===== src/rtl/hps_pkg.sv =====
package hps_pkg;

    typedef enum logic [2:0] {
        ST_IDLE   = 3'd0,
        ST_HDR    = 3'd1,
        ST_COARSE = 3'd2,
        ST_FINE   = 3'd3,
        ST_NEXT   = 3'd4,
        ST_TAIL   = 3'd5
    } hps_state_e;

    typedef enum logic [1:0] {
        NH_NONE  = 2'b00,
        NH_V4    = 2'b01,
        NH_V6    = 2'b10,
        NH_OTHER = 2'b11
    } nh_class_e;

endpackage


===== src/rtl/hps_nh_classify.sv =====
module hps_nh_classify
    import hps_pkg::*;
#(
    parameter int          TYPE_W  = 8,
    parameter logic [7:0]  V4_CODE = 8'h04,
    parameter logic [7:0]  V6_CODE = 8'h29
) (
    input  logic [TYPE_W-1:0] code,
    output nh_class_e         cls
);

    always_comb begin
        if (code == TYPE_W'(V4_CODE))      cls = NH_V4;
        else if (code == TYPE_W'(V6_CODE)) cls = NH_V6;
        else                               cls = NH_OTHER;
    end

endmodule


===== src/rtl/hop_path_skipper.sv =====
module hop_path_skipper
    import hps_pkg::*;
#(
    parameter int         DATA_W    = 64,
    parameter int         CNT_W     = 8,
    parameter int         TYPE_W    = 8,
    parameter int         HDR_BEATS = 2,
    parameter int         MAX_HOPS  = 64,
    parameter int         GROUP     = 8,
    parameter logic [7:0] V4_CODE   = 8'h04,
    parameter logic [7:0] V6_CODE   = 8'h29
) (
    input  logic              clk,
    input  logic              rst_n,
    input  logic [DATA_W-1:0] s_data,
    input  logic              s_valid,
    input  logic              s_last,
    output logic              s_ready,
    input  logic [CNT_W-1:0]  hop_count,
    input  logic [TYPE_W-1:0] next_type,
    output logic [DATA_W-1:0] m_data,
    output logic              m_valid,
    output logic              m_last,
    input  logic              m_ready,
    output logic              path_end,
    output logic [1:0]        nh_sel,
    output logic              err_len,
    output logic              err_trunc
);

    localparam int FINE_W = $clog2(GROUP);
    localparam int GRP_W  = CNT_W - FINE_W;
    localparam int HDR_W  = (HDR_BEATS > 1) ? $clog2(HDR_BEATS) : 1;

    hps_state_e          state_q, state_d;
    logic [HDR_W-1:0]    hdr_q, hdr_d;
    logic [GRP_W-1:0]    grp_q, grp_d;
    logic [FINE_W-1:0]   sub_q, sub_d;
    logic [FINE_W-1:0]   fine_q, fine_d;
    logic [CNT_W-1:0]    cnt_q, cnt_d;
    logic [TYPE_W-1:0]   type_q, type_d;

    logic                fire;
    logic                too_long;
    logic [CNT_W-1:0]    cnt_src;
    logic [GRP_W-1:0]    coarse_src;
    logic [FINE_W-1:0]   fine_src;
    hps_state_e          r_state;
    logic [GRP_W-1:0]    r_grp;
    logic [FINE_W-1:0]   r_sub;
    logic [FINE_W-1:0]   r_fine;
    nh_class_e           cls;

    // Stream passes through untouched
    assign m_data  = s_data;
    assign m_valid = s_valid;
    assign m_last  = s_last;
    assign s_ready = m_ready;

    assign fire     = s_valid && m_ready;
    assign too_long = hop_count > CNT_W'(MAX_HOPS);

    // Route choice at the end of the fixed header: coarse, fine or none
    assign cnt_src    = (state_q == ST_IDLE) ? hop_count : cnt_q;
    assign coarse_src = cnt_src[CNT_W-1:FINE_W];
    assign fine_src   = cnt_src[FINE_W-1:0];

    always_comb begin
        r_grp  = grp_q;
        r_sub  = sub_q;
        r_fine = fine_q;
        if (coarse_src != '0) begin
            r_state = ST_COARSE;
            r_grp   = coarse_src - GRP_W'(1);
            r_sub   = FINE_W'(GROUP - 1);
        end else if (fine_src != '0) begin
            r_state = ST_FINE;
            r_fine  = fine_src - FINE_W'(1);
        end else begin
            r_state = ST_NEXT;
        end
    end

    hps_nh_classify #(
        .TYPE_W  (TYPE_W),
        .V4_CODE (V4_CODE),
        .V6_CODE (V6_CODE)
    ) u_cls (
        .code (type_q),
        .cls  (cls)
    );

    // Next-state logic
    always_comb begin
        state_d = state_q;
        hdr_d   = hdr_q;
        grp_d   = grp_q;
        sub_d   = sub_q;
        fine_d  = fine_q;
        cnt_d   = cnt_q;
        type_d  = type_q;
        unique case (state_q)
            ST_IDLE: if (fire) begin
                cnt_d  = hop_count;
                type_d = next_type;
                if (too_long) begin
                    state_d = s_last ? ST_IDLE : ST_TAIL;
                end else if (s_last) begin
                    state_d = ST_IDLE;
                end else if (HDR_BEATS > 1) begin
                    state_d = ST_HDR;
                    hdr_d   = HDR_W'(HDR_BEATS - 2);
                end else begin
                    state_d = r_state;
                    grp_d   = r_grp;
                    sub_d   = r_sub;
                    fine_d  = r_fine;
                end
            end
            ST_HDR: if (fire) begin
                if (s_last) begin
                    state_d = ST_IDLE;
                end else if (hdr_q == '0) begin
                    state_d = r_state;
                    grp_d   = r_grp;
                    sub_d   = r_sub;
                    fine_d  = r_fine;
                end else begin
                    hdr_d = hdr_q - HDR_W'(1);
                end
            end
            ST_COARSE: if (fire) begin
                if (s_last) begin
                    state_d = ST_IDLE;
                end else if (sub_q != '0) begin
                    sub_d = sub_q - FINE_W'(1);
                end else if (grp_q != '0) begin
                    grp_d = grp_q - GRP_W'(1);
                    sub_d = FINE_W'(GROUP - 1);
                end else if (cnt_q[FINE_W-1:0] != '0) begin
                    state_d = ST_FINE;
                    fine_d  = cnt_q[FINE_W-1:0] - FINE_W'(1);
                end else begin
                    state_d = ST_NEXT;
                end
            end
            ST_FINE: if (fire) begin
                if (s_last)              state_d = ST_IDLE;
                else if (fine_q != '0)   fine_d  = fine_q - FINE_W'(1);
                else                     state_d = ST_NEXT;
            end
            ST_NEXT: if (fire) begin
                state_d = s_last ? ST_IDLE : ST_TAIL;
            end
            ST_TAIL: if (fire && s_last) begin
                state_d = ST_IDLE;
            end
            default: state_d = ST_IDLE;
        endcase
    end

    // State register
    always_ff @(posedge clk) begin
        if (!rst_n) begin
            state_q <= ST_IDLE;
            hdr_q   <= '0;
            grp_q   <= '0;
            sub_q   <= '0;
            fine_q  <= '0;
            cnt_q   <= '0;
            type_q  <= '0;
        end else begin
            state_q <= state_d;
            hdr_q   <= hdr_d;
            grp_q   <= grp_d;
            sub_q   <= sub_d;
            fine_q  <= fine_d;
            cnt_q   <= cnt_d;
            type_q  <= type_d;
        end
    end

    // Sideband outputs
    always_comb begin
        path_end  = fire && (state_q == ST_NEXT);
        nh_sel    = path_end ? cls : NH_NONE;
        err_len   = fire && (state_q == ST_IDLE) && too_long;
        err_trunc = fire && s_last &&
                    (((state_q == ST_IDLE) && !too_long) ||
                     (state_q == ST_HDR) || (state_q == ST_COARSE) ||
                     (state_q == ST_FINE));
    end

    AST_END_SINGLE: assert property (@(posedge clk) disable iff (!rst_n)
        path_end |=> !path_end) else $error("path_end held");

    AST_STALL_FREEZE: assert property (@(posedge clk) disable iff (!rst_n)
        !(s_valid && m_ready) |=> ($stable(state_q) && $stable(grp_q) &&
                                   $stable(sub_q) && $stable(fine_q)))
        else $error("state moved on stall");

    AST_GRP_BOUND: assert property (@(posedge clk) disable iff (!rst_n)
        (state_q == ST_COARSE) |-> (grp_q < GRP_W'(MAX_HOPS / GROUP)))
        else $error("group counter out of range");

    AST_CLASS_SET: assert property (@(posedge clk) disable iff (!rst_n)
        path_end |-> (nh_sel != NH_NONE)) else $error("empty class");

    AST_LEN_SKIPS: assert property (@(posedge clk) disable iff (!rst_n)
        err_len |=> (state_q == ST_TAIL || state_q == ST_IDLE))
        else $error("overlong entered path");

    AST_PULSE_EXCL: assert property (@(posedge clk) disable iff (!rst_n)
        $onehot0({path_end, err_len, err_trunc}))
        else $error("pulses overlap");

endmodule


===== config.mk =====
export PLATFORM = sky130hd
export DESIGN_NAME = hop_path_skipper
export DESIGN_NICKNAME = d
export VERILOG_FILES = /design/src/rtl/hps_pkg.sv /design/src/rtl/hps_nh_classify.sv /design/src/rtl/hop_path_skipper.sv
export SDC_FILE = /design/constraint.sdc
export NUM_CORES = 1
export LEC_CHECK = 0
export CORE_AREA = 2 2 84 86
export DETAILED_ROUTE_END_ITERATION = 10
export DIE_AREA = 0 0 86 88
export PLACE_DENSITY = 0.85
export SYNTH_ARGS = -nofsm -noshare
export SYNTH_HDL_FRONTEND = slang
export SYNTH_SLANG_ARGS = --single-unit
export TNS_END_PERCENT = 20

===== constraint.sdc =====
create_clock -name clk -period 2.85 [get_ports clk]
set_input_delay 0.4275 -clock clk [delete_from_list [all_inputs] [get_ports clk]]
set_output_delay 0.4275 -clock clk [all_outputs]
set_load 0.05 [all_outputs]

Yosys cells after proc, flatten, opt, wreduce, memory -nomap -nowiden
Cells that the tools add are included.
- register bits: 31
- bits of input ports: 85
- output and inout bits: 72
- add/subtract/negate cells: 7
- $lt $le $gt $ge: 1
- equal/unequal tests: 32
- multiplexer cells: 63
- reductions and logical operators: 27
- operator list (cell ; count):
    3-bit 2-to-1 mux ; 39
    5-bit 2-to-1 mux ; 8
    2-bit != test, second input constant ; 20
    3-bit case mux with 6 select lines ; 1
    3-bit != test, second input constant ; 5
    3-bit nonzero test ; 5
    14-bit AND reduction ; 1
    3-bit by 1-bit subtractor with 3-bit output, second input constant ; 4
    5-bit case mux with 2 select lines ; 1
    10-bit AND reduction ; 1
    5-bit nonzero test ; 2
    5-bit by 1-bit subtractor with 5-bit output, second input constant ; 2
    3-bit case mux with 3 select lines ; 1
    9-bit AND reduction ; 1
    8-bit by 3-bit == test with 1-bit output, second input constant ; 1
    8-bit by 6-bit == test with 1-bit output, second input constant ; 1
    8-bit by 7-bit greater-than comparator with 1-bit output, second input constant ; 1
    1-bit 2-to-1 mux ; 8
    8-bit 2-to-1 mux ; 1
    8-bit AND reduction ; 1
    1-bit logical AND ; 7
    3-bit by 2-bit == test with 1-bit output, second input constant ; 2
    3-bit == test, second input constant ; 2
    3-bit case mux with 2 select lines ; 1
    10 further kinds ; 14

Longest topological paths before layout
Gate-level depths: netlist of the first run.
- word-level depth: 9
- mapped depth: 9

By module
From an unflattened synthesis of the first run, not the netlist that was laid out.
- cell total of the unflattened synthesis: 292
- area, all modules: 2263.4 um^2
- modules (own cells, without submodules) (module ; times used ; cells an instance ; area an instance (um^2) ; sequential area each (um^2)):
    hop_path_skipper ; 1 ; 287 ; 2217.1 ; 600.6
    hps_nh_classify ; 1 ; 5 ; 46.3 ; 0.0

Worst setup path before layout of the first run
No wires, ideal clock.
- kind: input to output
- start point: input hop_count[3]
- end point: output err_trunc
- data arrival time: 2.428 ns
- path slack: -0.006 ns
- stages: 5
- cells stage by stage: nor3_1 > nand2_1 > a21oi_1 > nor3_1 > nor4_1
- word-level cells in the longest chain between the ends: 7
- ends and longest elaborated chain (item ; RTL line ; RTL):
    from (decl) ; hop_path_skipper.sv:19 ; input logic [CNT_W-1:0] hop_count,
    8-bit by 7-bit greater-than comparator with 1-bit output ; hop_path_skipper.sv:61 ; assign too_long = hop_count > CNT_W'(MAX_HOPS);
    1-bit logical NOT ; hop_path_skipper.sv:189 ; (((state_q == ST_IDLE) && !too_long) ||
    1-bit logical AND ; hop_path_skipper.sv:189 ;
    1-bit logical OR ; hop_path_skipper.sv:189 ;
    1-bit logical OR (2 in series) ; hop_path_skipper.sv:190 ; (state_q == ST_HDR) || (state_q == ST_COARSE) ||
    1-bit logical AND ; hop_path_skipper.sv:188 ; err_trunc = fire && s_last &&
    to (decl) ; hop_path_skipper.sv:28 ; output logic err_trunc
No other way between the ends.

Worst setup path in the final report of the first run
Same ends and word-level chain as after synthesis.

==> results.toml, run 1 <==
[yosys]
netlist_top_cells_area = "sky130_fd_sc_hd__dfxtp_1 (26%), sky130_fd_sc_hd__buf_4 (22%), sky130_fd_sc_hd__nand2_1 (8.0%), sky130_fd_sc_hd__a21oi_1 (6.4%), sky130_fd_sc_hd__nor2_1 (4.0%)"
synth_edf_count = 0
synth_most_common_cell = "sky130_fd_sc_hd__buf_4"
synth.top_cells.by_count = "sky130_fd_sc_hd__buf_4 (68), sky130_fd_sc_hd__nand2_1 (50), sky130_fd_sc_hd__a21oi_1 (30), sky130_fd_sc_hd__dfxtp_1 (30), sky130_fd_sc_hd__nor2_1 (25)"
yosys_register_bits = 30
synthDominantCellAreaShare_pct = 25.7
ys_dominant_reg_cell = "sky130_fd_sc_hd__dfxtp_1"
synthDistinctLibCells = 49
synthesis.instances = 312
synth.yosys.warnings = 0
synth_cell_area_um2 = 2330
async_reset_ff_share_pct = 0
avgSynthCellArea_um2 = 7.48
netlist.top_cell.by_area = "sky130_fd_sc_hd__dfxtp_1"
synth_fp_nets = 401
synth-seq-area-share_pct = 25.7

[critical_path]
worstSetupEndpointType = "primary output"
worstPathCellList = "clkdlybuf4s50_1 > nor3_1 > nand2_1 > a21oi_1 > nor3_1 > nor4_2 > buf_12"
max_stage_delay_ns = 0.46
crit_path_start_kind = "input pin"
timing_worst_setup_path_type = "in -> out"
worstPathRequired_ns = 2.42
critPathMostFrequentCell = "sky130_fd_sc_hd__nor3_1"
critPathArrivalTime_ns = 2.10
timing.critical_path.slowest_stage_cell = "sky130_fd_sc_hd__clkdlybuf4s50_1"
critPathMaxFanout = 3

[outcome]
status = "completed"

[placed_design]
gp_routability_congestion = 0.936
dp_hpwl_mm = 3.78
placed_area_um2 = 2230
buffers_added_on_ports = 28

[sta]
setup_repair_after_global_routing_missed_its_margin = "false"
post-route-min-period_ns = 2.52
clock-skew-final_ns = 0.00510
fmax_mhz = 396
worst_hold_slack_ns = 0.464
setup_viol_count_final = 0
totalNegativeSetupSlack_ns = 0
min_period_over_period_pct = 88.6
timing_max_transition_violations_final = 0
timing.final.hold_violations = 0
maxSlewHeadroom_pct = 30.4
slew_at_the_pin_with_the_worst_max_slew_slack_ns = 1.04

[floorplan]
die_width_um = 86
die_h_um = 88
dieArea_um2 = 7570
top_level_ports = 157
placementRows = 30
design.core.area_um2 = 6640
initial_utilization_pct = 35.1

[routing]
detail-route-antenna-nets = 0
wl_per_cell_um = 14.5
via_count = 1924
routed_via_density = 5.45
first_pass_iters = 4
wirelength_mm = 5.13
detailed_route_iter0_violations = 207
drc = 0

[pwr]
power-per-cell-area_nw_per_um2 = 435
leakage_nw = 0.780
internal_power_uw = 718
comb_power_share_pct = 20.8
power.net_switching_uw = 291
power.switching_fraction_pct = 28.8
seqPwrFrac_pct = 44.7
max-vdd-ir-drop_mv = 0.247
power.clock.fraction_pct = 34.5

[cts]
clk_root_buffer_cell = "sky130_fd_sc_hd__clkbuf_8"
ctsHoldBuffers = 0
cts_setup_buffers = 0
cts_tree = "built"
cts-buffers-inserted = 5
insertion_delay_ns = 0.28
path_clk_slew_ns = 0.06
cts_sinks = 30
clk_path_buf_depth = 2
cts_htree_levels = 2
post_cts_resized = 0

[global_route]
grt_ovf = 0
first_global_vias = 1867
grtUsageTotal_pct = 14.4
antenna_found_initial = 0
grt_start_max_net_pins = 26
wire_length_of_the_first_global_routing_pass_mm = 8.67

[job]
max-cap-violations = 0

[finish]
syn_to_final_growth_pct = -0.644
drive_above_1_share_pct = 10.3
n_antenna_cell = 0
finalInstanceArea_um2 = 2320
nNetsFinal = 361

[hold_path]
hold_class = "reg -> reg"
[layout by cell type, fill, tap and decap left out, types with 2 or more instances in the layout]
cell type	Yosys	layout
sky130_fd_sc_hd__nand2_1	50	50
sky130_fd_sc_hd__a21oi_1	30	30
sky130_fd_sc_hd__dfxtp_1	30	30
sky130_fd_sc_hd__nor2_1	25	25
sky130_fd_sc_hd__clkdlybuf4s50_1	0	23
sky130_fd_sc_hd__nor3_1	12	12
sky130_fd_sc_hd__inv_1	7	7
sky130_fd_sc_hd__a211oi_1	7	7
sky130_fd_sc_hd__mux2i_1	6	6
sky130_fd_sc_hd__o22ai_1	6	6
sky130_fd_sc_hd__o21ai_0	6	6
sky130_fd_sc_hd__clkbuf_8	0	6
sky130_fd_sc_hd__buf_4	68	6
sky130_fd_sc_hd__a31oi_1	4	4
sky130_fd_sc_hd__ha_1	4	4
sky130_fd_sc_hd__buf_12	0	4
sky130_fd_sc_hd__nor2b_1	3	3
sky130_fd_sc_hd__nand3_1	3	3
sky130_fd_sc_hd__nor4b_1	3	3
sky130_fd_sc_hd__o221ai_1	2	2
sky130_fd_sc_hd__and2_1	2	2
sky130_fd_sc_hd__nor4_1	3	2
sky130_fd_sc_hd__nor4_2	1	2
sky130_fd_sc_hd__or3_1	2	2
sky130_fd_sc_hd__nand4_1	2	2
sky130_fd_sc_hd__xnor2_1	2	2
[cells by family (layout without fill, tap and decap cells)]
group	count (synthesis)	count (layout)	synth area share [%]
multiplexers	6	6	2.57
AND/OR/NAND/NOR	112	112	22.7
buffers and inverters	88	49	25.6
AO/OA/AOI/OAI	69	69	20.1
adder cells (fa/ha/maj)	4	4	2.14
XOR/XNOR	3	3	1.13
flip-flops	30	30	25.7
[stage by stage]
step / power (mW) / std cells / setup slack (ns) / utilization, %
after floorplan: 0.837 / 312 / 0.533 / -
after global placement: 0.663 / 345 / 0.285 / 33.5
after detailed placement: 0.668 / 345 / 0.301 / 33.5
after CTS: 1.02 / 353 / 0.302 / 34.9
after global routing: 1.07 / 353 / 0.0953 / 34.9
final: 1.01 / 353 / 0.326 / 34.9
[worst paths after layout]
kind / startpoint / to / slack [ns] / cells past startpoint
worst max-delay path: hop_count[3] / err_trunc / 0.33 / 7
worst min-delay path: type_q[1] / type_q[1] / 0.46 / 2
worst max register to register: state_q[1] / type_q[4] / 0.53 / 6
worst min register to register: type_q[1] / type_q[1] / 0.46 / 2
[power groups by stage]
stage / Combinational (mW) / Clock (mW) / Sequential [mW]
global placement: 0.204 / 0 / 0.459
finish: 0.210 / 0.348 / 0.451
detailed placement: 0.208 / 0 / 0.459
global route: 0.231 / 0.384 / 0.453
CTS: 0.210 / 0.356 / 0.450
floorplan: 0.386 / 0 / 0.451
[critical path: cells and delay by family]
| kind | cells | cell delay (ns) |
|---|---|---|
| buffers and inverters | 2 | 0.64 |
| and+or+nand+nor | 4 | 0.81 |
| AOI/OAI and AO/OA | 1 | 0.21 |
[flip-flops by register name, summed over array words and instances, names as in the netlist]
register and count:
state_q 3, sub_q 3, fine_q 3, cnt_q 8, grp_q 5, type_q 8
[area by class of cell]
cell class,instances,area (um^2)
clock inverter,1,5.00
inverter,8,30.0
multi-input combinational,194,1140
tap,80,100
clock buffer,7,86.3
timing repair buffer,33,355
fill,686,4330
sequential,30,601
[layer usage]
layer  track usage [%]  part of all wire [%]  vias to the layer above
met5                 0                     0                        -
met4              7.50                   2.8                        0
met3              5.47                    11                       21
met2              23.5                    46                       89
met1              16.3                    40                      874
li1                  -                     -                      940
Power figures use the tool's default switching activity.
==> inputs of run 2 (changes only) <==
--- a/config.mk
+++ b/config.mk
@@ -5,9 +5,10 @@
 export SDC_FILE = /design/constraint.sdc
 export NUM_CORES = 1
 export LEC_CHECK = 0
-export CORE_AREA = 2 2 84 86
+export CORE_AREA = 5 5 87 89
+export CTS_CLUSTER_DIAMETER = 30
 export DETAILED_ROUTE_END_ITERATION = 10
-export DIE_AREA = 0 0 86 88
+export DIE_AREA = 0 0 92 94
 export PLACE_DENSITY = 0.85
 export SYNTH_ARGS = -nofsm -noshare
 export SYNTH_HDL_FRONTEND = slang
==> run 2 against run 1 <==
Global-route usage decreased by 2.3 points. Largest power group unchanged. Critical path type unchanged. Worst setup slack worse by 0.068 ns. Clock power down 11%. Worst hold slack worse by 0.0060 ns. Non-clock buffer count stayed put. Clock-buffer cell count did not move. Total power down 3.6%. Via count grew 0.83%. Sequential cell count did not move.
==> results.toml, run 2 (synthesis results as in run 1) <==
[floorplan]
dieArea_um2 = 8650
design.core.area_um2 = 6680
placementRows = 30
die_h_um = 94
top_level_ports = 157
die_width_um = 92
initial_utilization_pct = 34.9

[global_route]
grt_start_max_net_pins = 20
wire_length_of_the_first_global_routing_pass_mm = 8.50
antenna_found_initial = 0
first_global_vias = 1898
grtUsageTotal_pct = 12.1
grt_ovf = 0

[routing]
via_count = 1940
wirelength_mm = 5.19
drc = 0
detail-route-antenna-nets = 0
routed_via_density = 5.51
wl_per_cell_um = 14.7
first_pass_iters = 4
detailed_route_iter0_violations = 208

[cts]
ctsHoldBuffers = 0
clk_path_buf_depth = 2
clk_root_buffer_cell = "sky130_fd_sc_hd__clkbuf_8"
cts_sinks = 30
path_clk_slew_ns = 0.05
cts_htree_levels = 2
cts_tree = "built"
post_cts_resized = 0
cts_setup_buffers = 0
cts-buffers-inserted = 5
insertion_delay_ns = 0.28

[pwr]
power.clock.fraction_pct = 31.9
internal_power_uw = 691
power-per-cell-area_nw_per_um2 = 422
max-vdd-ir-drop_mv = 0.240
power.switching_fraction_pct = 28.9
seqPwrFrac_pct = 46.4
leakage_nw = 0.770
comb_power_share_pct = 21.6
power.net_switching_uw = 281

[finish]
syn_to_final_growth_pct = -1.29
final_common_cell = "sky130_fd_sc_hd__nand2_1"
largest_registers = "cnt_q x8, type_q x8, grp_q x5"
n_antenna_cell = 0
final_cell_mix = "sky130_fd_sc_hd__nand2_1 (50), sky130_fd_sc_hd__a21oi_1 (30), sky130_fd_sc_hd__dfxtp_1 (30)"
finalInstanceArea_um2 = 2300
nNetsFinal = 361
fin_util_pct = 34.5
number_of_filler_instances_in_the_final_layout = 701
post_layout_nonfiller_instances = 352
drive_above_1_share_pct = 9.56

[sta]
setup_viol_count_final = 0
maxSlewHeadroom_pct = 28.0
slew_at_the_pin_with_the_worst_max_slew_slack_ns = 1.08
timing.final.hold_violations = 0
min_period_over_period_pct = 91.0
finalWorstSetupSlack_ns = 0.258
post-route-min-period_ns = 2.59
timing_max_transition_violations_final = 0
fmax_mhz = 386
totalNegativeSetupSlack_ns = 0
setup_repair_after_global_routing_missed_its_margin = "false"
clock-skew-final_ns = 0.00628

[critical_path]
worstSetupEndpointType = "primary output"
critPathMaxFanout = 3
r2r.worst_path.cells = 6
cp-startpoint = "hop_count[3]"
critical_path.reg2reg.startpoint = "state_q[1]"
critPathArrivalTime_ns = 2.16
endpoint_of_the_worst_register_to_register_path = "cnt_q[0]"
crit_path_start_kind = "input pin"
rrSetupSlack_ns = 0.55
worstPathRequired_ns = 2.42
timing_worst_setup_path_type = "in -> out"

[job]
max-cap-violations = 0

[hold_path]
worstHoldEndpoint = "type_q[4]"
hold_class = "reg -> reg"
hold_start = "type_q[4]"
min_path_cells = 2

[placed_design]
dp_hpwl_mm = 3.93
buffers_added_on_ports = 28
gp_routability_congestion = 0.908
placedCellCount = 345
post-place-ws_ns = 0.270
placed_area_um2 = 2230

[outcome]
status = "completed"
run 2: changes by cell type in the layout (fill, tap and decap cells not counted):
cell and change:
sky130_fd_sc_hd__clkbuf_8 -1, sky130_fd_sc_hd__clkinv_2 -1, sky130_fd_sc_hd__clkbuf_1 +1
run 2: worst max-delay path: stages:
cell	delay (ns)
sky130_fd_sc_hd__clkdlybuf4s50_1	0.45
sky130_fd_sc_hd__nor3_1	0.34
sky130_fd_sc_hd__nand2_1	0.09
sky130_fd_sc_hd__a21oi_1	0.26
sky130_fd_sc_hd__nor3_1	0.12
sky130_fd_sc_hd__nor4_2	0.29
sky130_fd_sc_hd__buf_12	0.19
run 2: metrics by stage:
stage | hold WS, ns | power [mW]
after floorplan | 0.436 | 0.837
after global routing | 0.487 | 1.03
after global placement | 0.445 | 0.662
final | 0.458 | 0.972
after CTS | 0.460 | 0.981
after detailed placement | 0.453 | 0.668
run 2: worst max path at each step:
stage / to / slack (ns) / depth (start not counted)
floorplan: err_len / 0.53 / 5
global placement: err_trunc / 0.29 / 7
detailed placement: err_trunc / 0.27 / 7
CTS: err_trunc / 0.27 / 7
global route: err_len / 0.20 / 5
finish: err_trunc / 0.26 / 7
run 2: routing by layer:
layer | vias to the layer above | part of all wire (%) | GRT usage, %
met5 | - | 0 | 0
met4 | 0 | 1.8 | 5.82
met3 | 16 | 11 | 4.17
met2 | 96 | 47 | 20.3
met1 | 891 | 41 | 13.7
li1 | 937 | - | -
run 2: power by group through the flow:
stage / combinational (mW) / sequential [mW] / clock (mW)
floorplan: 0.386 / 0.451 / 0
global placement: 0.204 / 0.459 / 0
detailed placement: 0.208 / 0.460 / 0
CTS: 0.210 / 0.451 / 0.321
global route: 0.231 / 0.453 / 0.343
finish: 0.210 / 0.451 / 0.310
run 2: area by class of cell:
class	instances	area (um^2)	share of cell area, %
Clock buffer	7	76.3	3.31
Inverter	8	30.0	1.30
Multi-Input combinational cell	194	1140	49.5
Sequential cell	30	601	26.1
Tap cell	80	100	4.35
Timing Repair Buffer	33	355	15.4
